### src/rtl/can_tx_pkg.sv
package can_tx_pkg;
  localparam int STAT_TXS_BIT  = 0;
  localparam int STAT_SUCC_BIT = 1;
  localparam int STAT_MBOX_LSB = 2;
  localparam int SLOT_REQ_BIT  = 0;
  localparam int SLOT_ACT_BIT  = 1;
  localparam int SLOT_SENT_BIT = 2;
  localparam int WR_KEEP_SENT_BIT = 1;
endpackage

### src/rtl/can_tx_slot_bank.sv
module can_tx_slot_bank #(
  parameter int N_SLOTS = 16
) (
  input  logic               clk_i,
  input  logic               rst_ni,
  input  logic [N_SLOTS-1:0] wr_sel_i,
  input  logic               wr_req_i,
  input  logic               wr_keep_sent_i,
  input  logic [N_SLOTS-1:0] launch_i,
  input  logic [N_SLOTS-1:0] lost_i,
  input  logic [N_SLOTS-1:0] done_i,
  output logic [N_SLOTS-1:0] req_o,
  output logic [N_SLOTS-1:0] active_o,
  output logic [N_SLOTS-1:0] sent_o,
  output logic [N_SLOTS-1:0] elig_o
);
  for (genvar i = 0; i < N_SLOTS; i++) begin : g_slot
    logic req_q, act_q, sent_q;

    always_ff @(posedge clk_i or negedge rst_ni) begin
      if (!rst_ni) begin
        req_q  <= 1'b0;
        act_q  <= 1'b0;
        sent_q <= 1'b0;
      end else begin
        // setting request is refused while sent is still up
        if (wr_sel_i[i]) begin
          if (!wr_req_i)    req_q <= 1'b0;
          else if (!sent_q) req_q <= 1'b1;
        end
        if (done_i[i])                          sent_q <= 1'b1;
        else if (wr_sel_i[i] && !wr_keep_sent_i) sent_q <= 1'b0;
        if (launch_i[i])                  act_q <= 1'b1;
        else if (lost_i[i] || done_i[i])  act_q <= 1'b0;
      end
    end

    assign req_o[i]    = req_q;
    assign active_o[i] = act_q;
    assign sent_o[i]   = sent_q;
    assign elig_o[i]   = req_q & ~sent_q & ~act_q;
  end
endmodule

### src/rtl/can_tx_prio_pick.sv
module can_tx_prio_pick #(
  parameter int N_SLOTS = 16,
  parameter int IDX_W   = $clog2(N_SLOTS)
) (
  input  logic [N_SLOTS-1:0] req_i,
  output logic               any_o,
  output logic [IDX_W-1:0]   idx_o
);
  always_comb begin
    any_o = 1'b0;
    idx_o = '0;
    for (int i = N_SLOTS - 1; i >= 0; i--) begin
      if (req_i[i]) begin
        any_o = 1'b1;
        idx_o = IDX_W'(i);
      end
    end
  end
endmodule

### src/rtl/can_tx_seq.sv
module can_tx_seq #(
  parameter int N_SLOTS = 16,
  parameter int IDX_W   = $clog2(N_SLOTS)
) (
  input  logic               clk_i,
  input  logic               rst_ni,
  input  logic               bus_idle_i,
  input  logic               any_i,
  input  logic [IDX_W-1:0]   pick_i,
  input  logic               arb_lost_i,
  input  logic               done_i,
  input  logic               ien_i,
  input  logic               pend_clr_i,
  output logic               tx_state_o,
  output logic [IDX_W-1:0]   cur_o,
  output logic               start_o,
  output logic               succ_o,
  output logic [IDX_W-1:0]   mbox_o,
  output logic               irq_o,
  output logic               pend_o,
  output logic [N_SLOTS-1:0] launch_vec_o,
  output logic [N_SLOTS-1:0] lost_vec_o,
  output logic [N_SLOTS-1:0] done_vec_o
);
  logic start_go, lost_ev, done_ev;

  assign start_go = !tx_state_o && bus_idle_i && any_i;
  assign lost_ev  = tx_state_o && arb_lost_i;
  assign done_ev  = tx_state_o && done_i && !arb_lost_i;

  assign launch_vec_o = start_go ? (N_SLOTS'(1) << pick_i) : '0;
  assign lost_vec_o   = lost_ev  ? (N_SLOTS'(1) << cur_o)  : '0;
  assign done_vec_o   = done_ev  ? (N_SLOTS'(1) << cur_o)  : '0;

  always_ff @(posedge clk_i or negedge rst_ni) begin
    if (!rst_ni) begin
      tx_state_o <= 1'b0;
      cur_o      <= '0;
      start_o    <= 1'b0;
      succ_o     <= 1'b0;
      mbox_o     <= '0;
      irq_o      <= 1'b0;
      pend_o     <= 1'b0;
    end else begin
      start_o <= start_go;
      irq_o   <= done_ev && ien_i;
      if (start_go) begin
        tx_state_o <= 1'b1;
        cur_o      <= pick_i;
        succ_o     <= 1'b0;
      end else if (lost_ev || done_ev) begin
        tx_state_o <= 1'b0;
      end
      if (done_ev) begin
        succ_o <= 1'b1;
        mbox_o <= cur_o;
      end
      if (done_ev && ien_i) pend_o <= 1'b1;
      else if (pend_clr_i)  pend_o <= 1'b0;
    end
  end
endmodule

### src/rtl/can_tx_mbox_ctrl.sv
module can_tx_mbox_ctrl #(
  parameter int N_SLOTS = 16,
  parameter int DATA_W  = 8,
  localparam int IDX_W  = $clog2(N_SLOTS),
  localparam int ADDR_W = $clog2(N_SLOTS + 2)
) (
  input  logic              clk_i,
  input  logic              rst_ni,
  input  logic              reg_we_i,
  input  logic [ADDR_W-1:0] reg_addr_i,
  input  logic [DATA_W-1:0] reg_wdata_i,
  output logic [DATA_W-1:0] reg_rdata_o,
  input  logic              bus_idle_i,
  output logic              eng_start_o,
  output logic [IDX_W-1:0]  eng_slot_o,
  input  logic              eng_arb_lost_i,
  input  logic              eng_done_i,
  output logic              irq_o
);
  import can_tx_pkg::*;

  localparam int STAT_PEND_BIT = STAT_MBOX_LSB + IDX_W;
  localparam logic [ADDR_W-1:0] ADDR_STAT = ADDR_W'(N_SLOTS);
  localparam logic [ADDR_W-1:0] ADDR_IEN  = ADDR_W'(N_SLOTS + 1);

  logic [N_SLOTS-1:0] wr_sel, launch_vec, lost_vec, done_vec;
  logic [N_SLOTS-1:0] req_vec, active_vec, sent_vec, elig_vec;
  logic               any_elig, tx_state, succ, pend, ien_q, pend_clr;
  logic [IDX_W-1:0]   pick, mbox;
  logic [IDX_W-1:0]   rd_slot;

  for (genvar i = 0; i < N_SLOTS; i++) begin : g_dec
    assign wr_sel[i] = reg_we_i && (reg_addr_i == ADDR_W'(i));
  end

  assign pend_clr = reg_we_i && (reg_addr_i == ADDR_STAT) && reg_wdata_i[STAT_PEND_BIT];

  always_ff @(posedge clk_i or negedge rst_ni) begin
    if (!rst_ni)                                ien_q <= 1'b0;
    else if (reg_we_i && reg_addr_i == ADDR_IEN) ien_q <= reg_wdata_i[0];
  end

  can_tx_slot_bank #(.N_SLOTS(N_SLOTS)) u_bank (
    .clk_i          (clk_i),
    .rst_ni         (rst_ni),
    .wr_sel_i       (wr_sel),
    .wr_req_i       (reg_wdata_i[0]),
    .wr_keep_sent_i (reg_wdata_i[WR_KEEP_SENT_BIT]),
    .launch_i       (launch_vec),
    .lost_i         (lost_vec),
    .done_i         (done_vec),
    .req_o          (req_vec),
    .active_o       (active_vec),
    .sent_o         (sent_vec),
    .elig_o         (elig_vec)
  );

  can_tx_prio_pick #(.N_SLOTS(N_SLOTS), .IDX_W(IDX_W)) u_pick (
    .req_i (elig_vec),
    .any_o (any_elig),
    .idx_o (pick)
  );

  can_tx_seq #(.N_SLOTS(N_SLOTS), .IDX_W(IDX_W)) u_seq (
    .clk_i        (clk_i),
    .rst_ni       (rst_ni),
    .bus_idle_i   (bus_idle_i),
    .any_i        (any_elig),
    .pick_i       (pick),
    .arb_lost_i   (eng_arb_lost_i),
    .done_i       (eng_done_i),
    .ien_i        (ien_q),
    .pend_clr_i   (pend_clr),
    .tx_state_o   (tx_state),
    .cur_o        (eng_slot_o),
    .start_o      (eng_start_o),
    .succ_o       (succ),
    .mbox_o       (mbox),
    .irq_o        (irq_o),
    .pend_o       (pend),
    .launch_vec_o (launch_vec),
    .lost_vec_o   (lost_vec),
    .done_vec_o   (done_vec)
  );

  assign rd_slot = reg_addr_i[IDX_W-1:0];

  always_comb begin
    reg_rdata_o = '0;
    if (reg_addr_i < ADDR_STAT) begin
      reg_rdata_o[SLOT_REQ_BIT]  = req_vec[rd_slot];
      reg_rdata_o[SLOT_ACT_BIT]  = active_vec[rd_slot];
      reg_rdata_o[SLOT_SENT_BIT] = sent_vec[rd_slot];
    end else if (reg_addr_i == ADDR_STAT) begin
      reg_rdata_o[STAT_TXS_BIT]                    = tx_state;
      reg_rdata_o[STAT_SUCC_BIT]                   = succ;
      reg_rdata_o[STAT_MBOX_LSB +: IDX_W]          = mbox;
      reg_rdata_o[STAT_PEND_BIT]                   = pend;
    end else if (reg_addr_i == ADDR_IEN) begin
      reg_rdata_o[0] = ien_q;
    end
  end
endmodule

### config.mk
export PLATFORM = sky130hd
export DESIGN_NAME = can_tx_mbox_ctrl
export DESIGN_NICKNAME = d
export VERILOG_FILES = /design/src/rtl/can_tx_pkg.sv /design/src/rtl/can_tx_slot_bank.sv /design/src/rtl/can_tx_prio_pick.sv /design/src/rtl/can_tx_seq.sv /design/src/rtl/can_tx_mbox_ctrl.sv
export SDC_FILE = /design/constraint.sdc
export NUM_CORES = 1
export LEC_CHECK = 0
export ABC_AREA = 1
export CAP_MARGIN = 5
export CORE_MARGIN = 2
export CORE_UTILIZATION = 38
export DETAILED_ROUTE_END_ITERATION = 16
export GPL_ROUTABILITY_DRIVEN = 0
export HOLD_SLACK_MARGIN = 0.03
export PLACE_DENSITY_LB_ADDON = 0.3
export RECOVER_POWER = 50
export SLEW_MARGIN = 0
export SYNTH_ARGS = -nofsm -noshare
export SYNTH_HDL_FRONTEND = slang
export SYNTH_SLANG_ARGS = --single-unit
### constraint.sdc
create_clock -name clk_i -period 3.09 [get_ports clk_i]
set_input_delay 0.309 -clock clk_i [delete_from_list [all_inputs] [get_ports clk_i]]
set_output_delay 0.309 -clock clk_i [all_outputs]
set_load 0.02 [all_outputs]
## Yosys cells after proc, flatten, opt, wreduce, memory -nomap -nowiden

Cells that the tools add are included.

- Shift operators: 2
- Equality and inequality tests: 33
- Magnitude comparators: 2
- Multiplexer cells: 148
- Reductions and logical operators: 113
- Bitwise operators: 64

Operators by type and width:

| operator | number |
|---|---|
| 1-bit two-way mux | 123 |
| 2-bit nonzero test | 35 |
| 4-bit two-way mux | 17 |
| 16-bit two-way mux | 3 |
| 1-bit logical AND | 41 |
| 5-bit by 4-bit == test with 1-bit output, second input constant | 8 |
| 1-bit bitwise AND | 32 |
| 2-bit inequality test, second input constant | 16 |
| 1-bit NOT | 32 |
| 2-bit AND reduction | 16 |
| 1-bit by 4-bit << shifter with 16-bit output, first input constant | 2 |
| 5-bit by 3-bit == test with 1-bit output, second input constant | 4 |
| 1-bit logical OR | 17 |
| 1-bit binary-select mux with 4-bit select | 3 |
| 5-bit by 2-bit == test with 1-bit output, second input constant | 2 |
| 5-bit == test, second input constant | 2 |
| 6-bit two-way mux | 1 |
| 5-bit by 1-bit == test with 1-bit output, second input constant | 1 |
| 5-bit zero test | 1 |
| 4-bit by 5-bit < comparator with 1-bit output, second input constant | 1 |
| 5-bit < comparator, second input constant | 1 |
| 1-bit zero test | 3 |
| 3-bit two-way mux | 1 |

- Bits in registers: 62
- Input port bits: 19

## Depth between registers and ports, before layout

- Depth in word-level cells: 22
- Depth in mapped cells: 20
- Depth with buffers taken out: 20

## Cells and area by module

From an unflattened synthesis, not the netlist that was laid out.

- Cell total of the unflattened synthesis: 715
- Area, all modules: 4518.1 um2

Modules (own cells, without submodules):

| module | seq. area each (um2) | instances | area each (um2) | cells an instance |
|---|---|---|---|---|
| can_tx_slot_bank | 1201.2 | 1 | 2519.9 | 323 |
| can_tx_seq | 325.3 | 1 | 925.9 | 142 |
| can_tx_mbox_ctrl | 25.0 | 1 | 863.3 | 201 |
| can_tx_prio_pick | 0.0 | 1 | 209.0 | 49 |

## Worst setup path before layout

OpenSTA, ideal clock, no wires.

- Path kind: input-to-output
- Start point: input port reg_addr_i[1]
- End point: output port reg_rdata_o[1]
- Data arrival time: 1.460 ns
- Cell stages on the path: 4
- Path slack: 1.321 ns
- Path through: buf_2 > nor2_2 > nand3_1 > o21ai_0

- Word-level cells in the longest chain between the ends: 3
- Elaborated cells between the ends (all ways): 6
- Classes of those cells: order compare: 1; eq/ne: 1; mux: 4

RTL lines:

| element | line | text |
|---|---|---|
| start: declaration | can_tx_mbox_ctrl.sv:10 | `input logic [ADDR_W-1:0] reg_addr_i,` |
| 1-bit binary-select mux with 4-bit select / 5-bit == test (equally long branches) | can_tx_mbox_ctrl.sv:92, can_tx_mbox_ctrl.sv:94 |  |
| 1-bit two-way mux (not written as such) / 6-bit two-way mux (equally long branches) | can_tx_mbox_ctrl.sv:92, can_tx_mbox_ctrl.sv:94 |  |
| 3-bit two-way mux * | can_tx_mbox_ctrl.sv:90 | `if (reg_addr_i < ADDR_STAT) begin` |
| end: declaration | can_tx_mbox_ctrl.sv:12 | `output logic [DATA_W-1:0] reg_rdata_o,` |

Every way passes the cells marked *; elsewhere a longest branch is shown, timed or not. The select of a mux whose other input is x is not followed.

## Worst setup path in the final report

- Start point: input port reg_addr_i[0]
- End point: output port reg_rdata_o[2]

- Word-level cells in the longest chain between the ends: 3
- Elaborated cells between the ends (all ways): 6
- Classes of those cells: order compare: 1; eq/ne: 1; mux: 4

RTL lines:

| element | line |
|---|---|
| 1-bit binary-select mux with 4-bit select / 5-bit == test (equally long branches) | can_tx_mbox_ctrl.sv:93, can_tx_mbox_ctrl.sv:94 |
| 1-bit two-way mux (not written as such) / 6-bit two-way mux (equally long branches) | can_tx_mbox_ctrl.sv:93, can_tx_mbox_ctrl.sv:94 |
| 3-bit two-way mux * | can_tx_mbox_ctrl.sv:90 |

Marked as above.

==> metrics.md <==
| Metric | Value |
|---|---|
| Setup skew after layout | 0.008304 ns |
| Number of pins exceeding their max-slew limit in the final report | 49 |
| Post-synthesis compound-gate area fraction | 21.41% |
| Layout cell share with drive strength beyond 1 | 14.46% |
| EDFF count, synth | 0 |
| Number of rows in the core area | 35 |
| Sequential area share after synthesis | 44.25% |
| Final critical delay including setup and external delays | 2.968 ns |
| # hold bufs at CTS | 0 |
| Area share of and/or/nand/nor cells after synthesis | 24.52% |
| Placement Cell Area | 3889 um^2 |
| Crit Path Class | in -> out |
| Post-synthesis average cell area | 7.808 um^2 |
| Cell type contributing the most total cell area after synthesis | sky130_fd_sc_hd__dfrtp_1 |
| Violations in the final reports | max-capacitance violations, max-slew violations |
| Number of optimization iterations in the first detailed-route pass | 5 |
| Via count | 3408 |
| Floorplan die area | 10010 um^2 |
| Register bit total from synthesis | 62 |
| Slowest cell on crit path | sky130_fd_sc_hd__clkdlybuf4s50_1 |
| # setup viols final | 0 |
| Dominant synthesized flop cell | sky130_fd_sc_hd__dfrtp_1 |
| Number of distinct library cell variants in the gate-level netlist after synthesis | 35 |
| Top Family by Delay on Critical Path | buffers and inverters |
| Cell with the most instances after synthesis | sky130_fd_sc_hd__dfrtp_1 |
| Post-synth top cells | sky130_fd_sc_hd__dfrtp_1, sky130_fd_sc_hd__nand2_1, sky130_fd_sc_hd__inv_1 |
| Transition time of the tightest slew-check pin | 2.550 ns |
| Synthesis-to-layout area growth | 17.17% |
| RSZ-0062 raised after global routing | false |
| Combined buffer and inverter count along the critical path | 3 |
| Antenna Nets Post-Route | 0 |
| Yosys synthesis warning count | 0 |
| Post-Place Worst Slack | 0.05475 ns |
| Main area contributors after synthesis | sky130_fd_sc_hd__dfrtp_1, sky130_fd_sc_hd__nand2_1, sky130_fd_sc_hd__o21ai_0 |
| DRC violations left | 0 |
| IO buf count | 26 |
| Fin crit share | 96.06% |
| Post-CTS clock slew at the launch and capture registers of the worst setup and hold paths | 0.07 ns |
| Post-cts resize count | 0 |
| Filler Cells Inserted | 900 |
| Async set-or-reset flop fraction in the synthesized netlist | 100.0% |
| Routed wire length | 10460 um |
| Critical Path AT | 2.66 ns |
| Post-CTS Setup Repair Bufs | 0 |
| Stage delay of the slowest cell on the critical path | 0.56 ns |
| Setup crit start kind | input port |
| Wirelength per Cell | 17.58 um |
| Combinational family with the most area after synthesis | simple AND/OR/NAND/NOR gates |
| CTS H-Tree Depth | 3 |
| Total Nets Final | 498 |
| Pwr/cell area | 890.9 nW/um^2 |
| Class of the worst hold path | reg -> reg |
| Number of max-cap violations | 1 |
| Initial drt markers | 252 |
| Synthesized net count | 468 |
| Worst-case clock buffer depth | 2 |
| Min setup slack post-route | 0.1218 ns |
| Per-cell via count in the routed design | 5.728 |
| Global routing usage summed across all routing layers | 22.13% |
| Post-detail-place hpwl | 7826 um |
| Final cell area excluding filler cells | 4108 um^2 |
| Adder-cell share of the synthesized area | 0% |
| Slew Limit Headroom | -69.97% |
| Initial antenna violation count | 0 |
| Count of boundary I/O pins | 33 |
| Clock root buffer | sky130_fd_sc_hd__clkbuf_8 |
| Initial Utilization | 38.49% |
| Synth Area in XOR/XNOR | 0% |
| First-pass GRT wire length | 16910 um |
| Number of instances in the synthesized netlist | 449 |
| Max rail drop VDD | 0.2486 mV |
| Die boundary height | 100.1 um |
| TritonCTS clock tree | yes |
| Maximum number of pins on one net before global-route repair | 49 |
| Fmax | 336.9 MHz |
| Post-route setup TNS | 0 ns |
| Remaining global-route overflow | 0 |
| Via count of the first global-routing pass | 3246 |
| Worst-path maximum fanout | 9 |
| Setup crit end kind | output pin |
| Number of antenna repair diodes | 0 |
| Mux share of post-synthesis cell area | 0% |
| Number of clock sinks | 62 |
| Critical Path, Cell by Cell | clkdlybuf4s50_1, inv_1, nor2_4, a22oi_1, o221ai_1, a22o_1, o21ai_0, o21ai_0, clkdlybuf4s50_1 |
| Static power due to leakage | 1.836 nW |
| Worst-skew pair later-pin latency | 0.35 ns |
| Synth top area share | 44.25% |
| Data required time at the worst endpoint | 2.78 ns |
| X dimension of the die | 100.1 um |
| Status | finished, violations left |
| Area of the core region | 9109 um^2 |
| Area of the mapped netlist | 3506 um^2 |
| Clock buffers created by TritonCTS | 9 |
| Hold Violations, Final | 0 |
[where the power goes]
| group | internal (mW) | switching, mW |
|---|---|---|
| Sequential | 1.10 | 0.239 |
| Combinational | 0.480 | 1.03 |
| Clock | 0.456 | 0.353 |
[worst paths after layout]
path	from	endpoint	slack (ns)	cells past startpoint
min reg2reg	u_bank.g_slot[0].act_q	u_bank.g_slot[0].act_q	0.51	2
max reg2reg	u_seq.tx_state_o	u_bank.g_slot[10].sent_q	1.00	5
max in group asynchronous	rst_ni	u_bank.g_slot[0].act_q	0.84	2
max	reg_addr_i[0]	reg_rdata_o[2]	0.12	9
min	u_bank.g_slot[0].act_q	u_bank.g_slot[0].act_q	0.51	2
min in group asynchronous	rst_ni	ien_q	0.75	1
[state kept, by name (all words and copies together), names as in the netlist]
register	flops
u_seq.tx_state_o	1
u_seq.start_o	1
u_bank.g_slot.sent_q	16
u_bank.g_slot.req_q	16
u_seq.pend_o	1
u_seq.mbox_o	4
u_seq.irq_o	1
u_seq.succ_o	1
u_seq.cur_o	4
u_bank.g_slot.act_q	16
ien_q	1
[cell families (layout without fill, tap and decap cells)]
kind of cell / Yosys count / in the layout
flip-flops: 62 / 62
AO/OA/AOI/OAI: 121 / 121
other: 1 / 1
AND/OR/NAND/NOR: 177 / 177
buffers and inverters: 88 / 123
[worst reg2reg max path, delay by kind of cell (launching register included)]
family                 cells  cell delay (ns)
buffers and inverters      2             0.99
and+or+nand+nor            2             0.14
DFF                        1             0.36
AOI/OAI and AO/OA          1             0.47
[layer usage]
layer / share of wire (%) / wire length (um) / global-route usage (%)
met5: 0 / 0 / 0
met2: 47 / 4885 / 34.41
met4: 3.5 / 362 / 10.64
met3: 6.5 / 678 / 3.203
met1: 43 / 4536 / 30.46
[stage by stage]
step	hold WS [ns]	cells	utilization, %	total power, mW
finish	0.5124	595	45.10	3.660
CTS	0.1914	595	45.12	3.662
global placement	0.4695	579	42.69	2.810
global route	0.5301	595	45.10	3.903
floorplan	0.01341	449	-	2.340
detailed placement	0.4913	579	42.69	2.848
[cells in the final DEF (no fill, tap or decap), drive strengths merged]
| cell type | netlist | layout |
|---|---|---|
| o211ai | 3 | 3 |
| o21bai | 5 | 5 |
| dlymetal6s2s | 0 | 2 |
| buf | 4 | 4 |
| nor2 | 45 | 45 |
| clkbuf | 9 | 12 |
| o21ai | 44 | 44 |
| clkinvlp | 0 | 2 |
| o22ai | 15 | 15 |
| a22o | 5 | 5 |
| o221ai | 6 | 6 |
| dfrtp | 62 | 62 |
| o31ai | 1 | 1 |
| a22oi | 12 | 12 |
| a21oi | 24 | 24 |
| clkdlybuf4s50 | 0 | 22 |
| dlygate4sd3 | 0 | 1 |
| nand2 | 67 | 67 |
| nand4 | 10 | 10 |
| inv | 72 | 73 |
| conb | 1 | 1 |
| o32ai | 5 | 5 |
| nand3b | 2 | 2 |
| clkinv | 3 | 5 |
| a31oi | 1 | 1 |
| nand3 | 27 | 27 |
| bufinv | 0 | 2 |
| nor3 | 26 | 26 |
[cell type report]
cell class,count,area [um^2],area share [%]
sequential,62,1551,37.77
clock inverter,7,97.59,2.376
inverter,75,284.0,6.914
clock buffer,9,123.9,3.016
timing repair buffer,32,297.8,7.249
multi-input combinational,299,1614,39.29
tap,111,138.9,3.381
No activity file was read; power rests on OpenSTA's default activity.
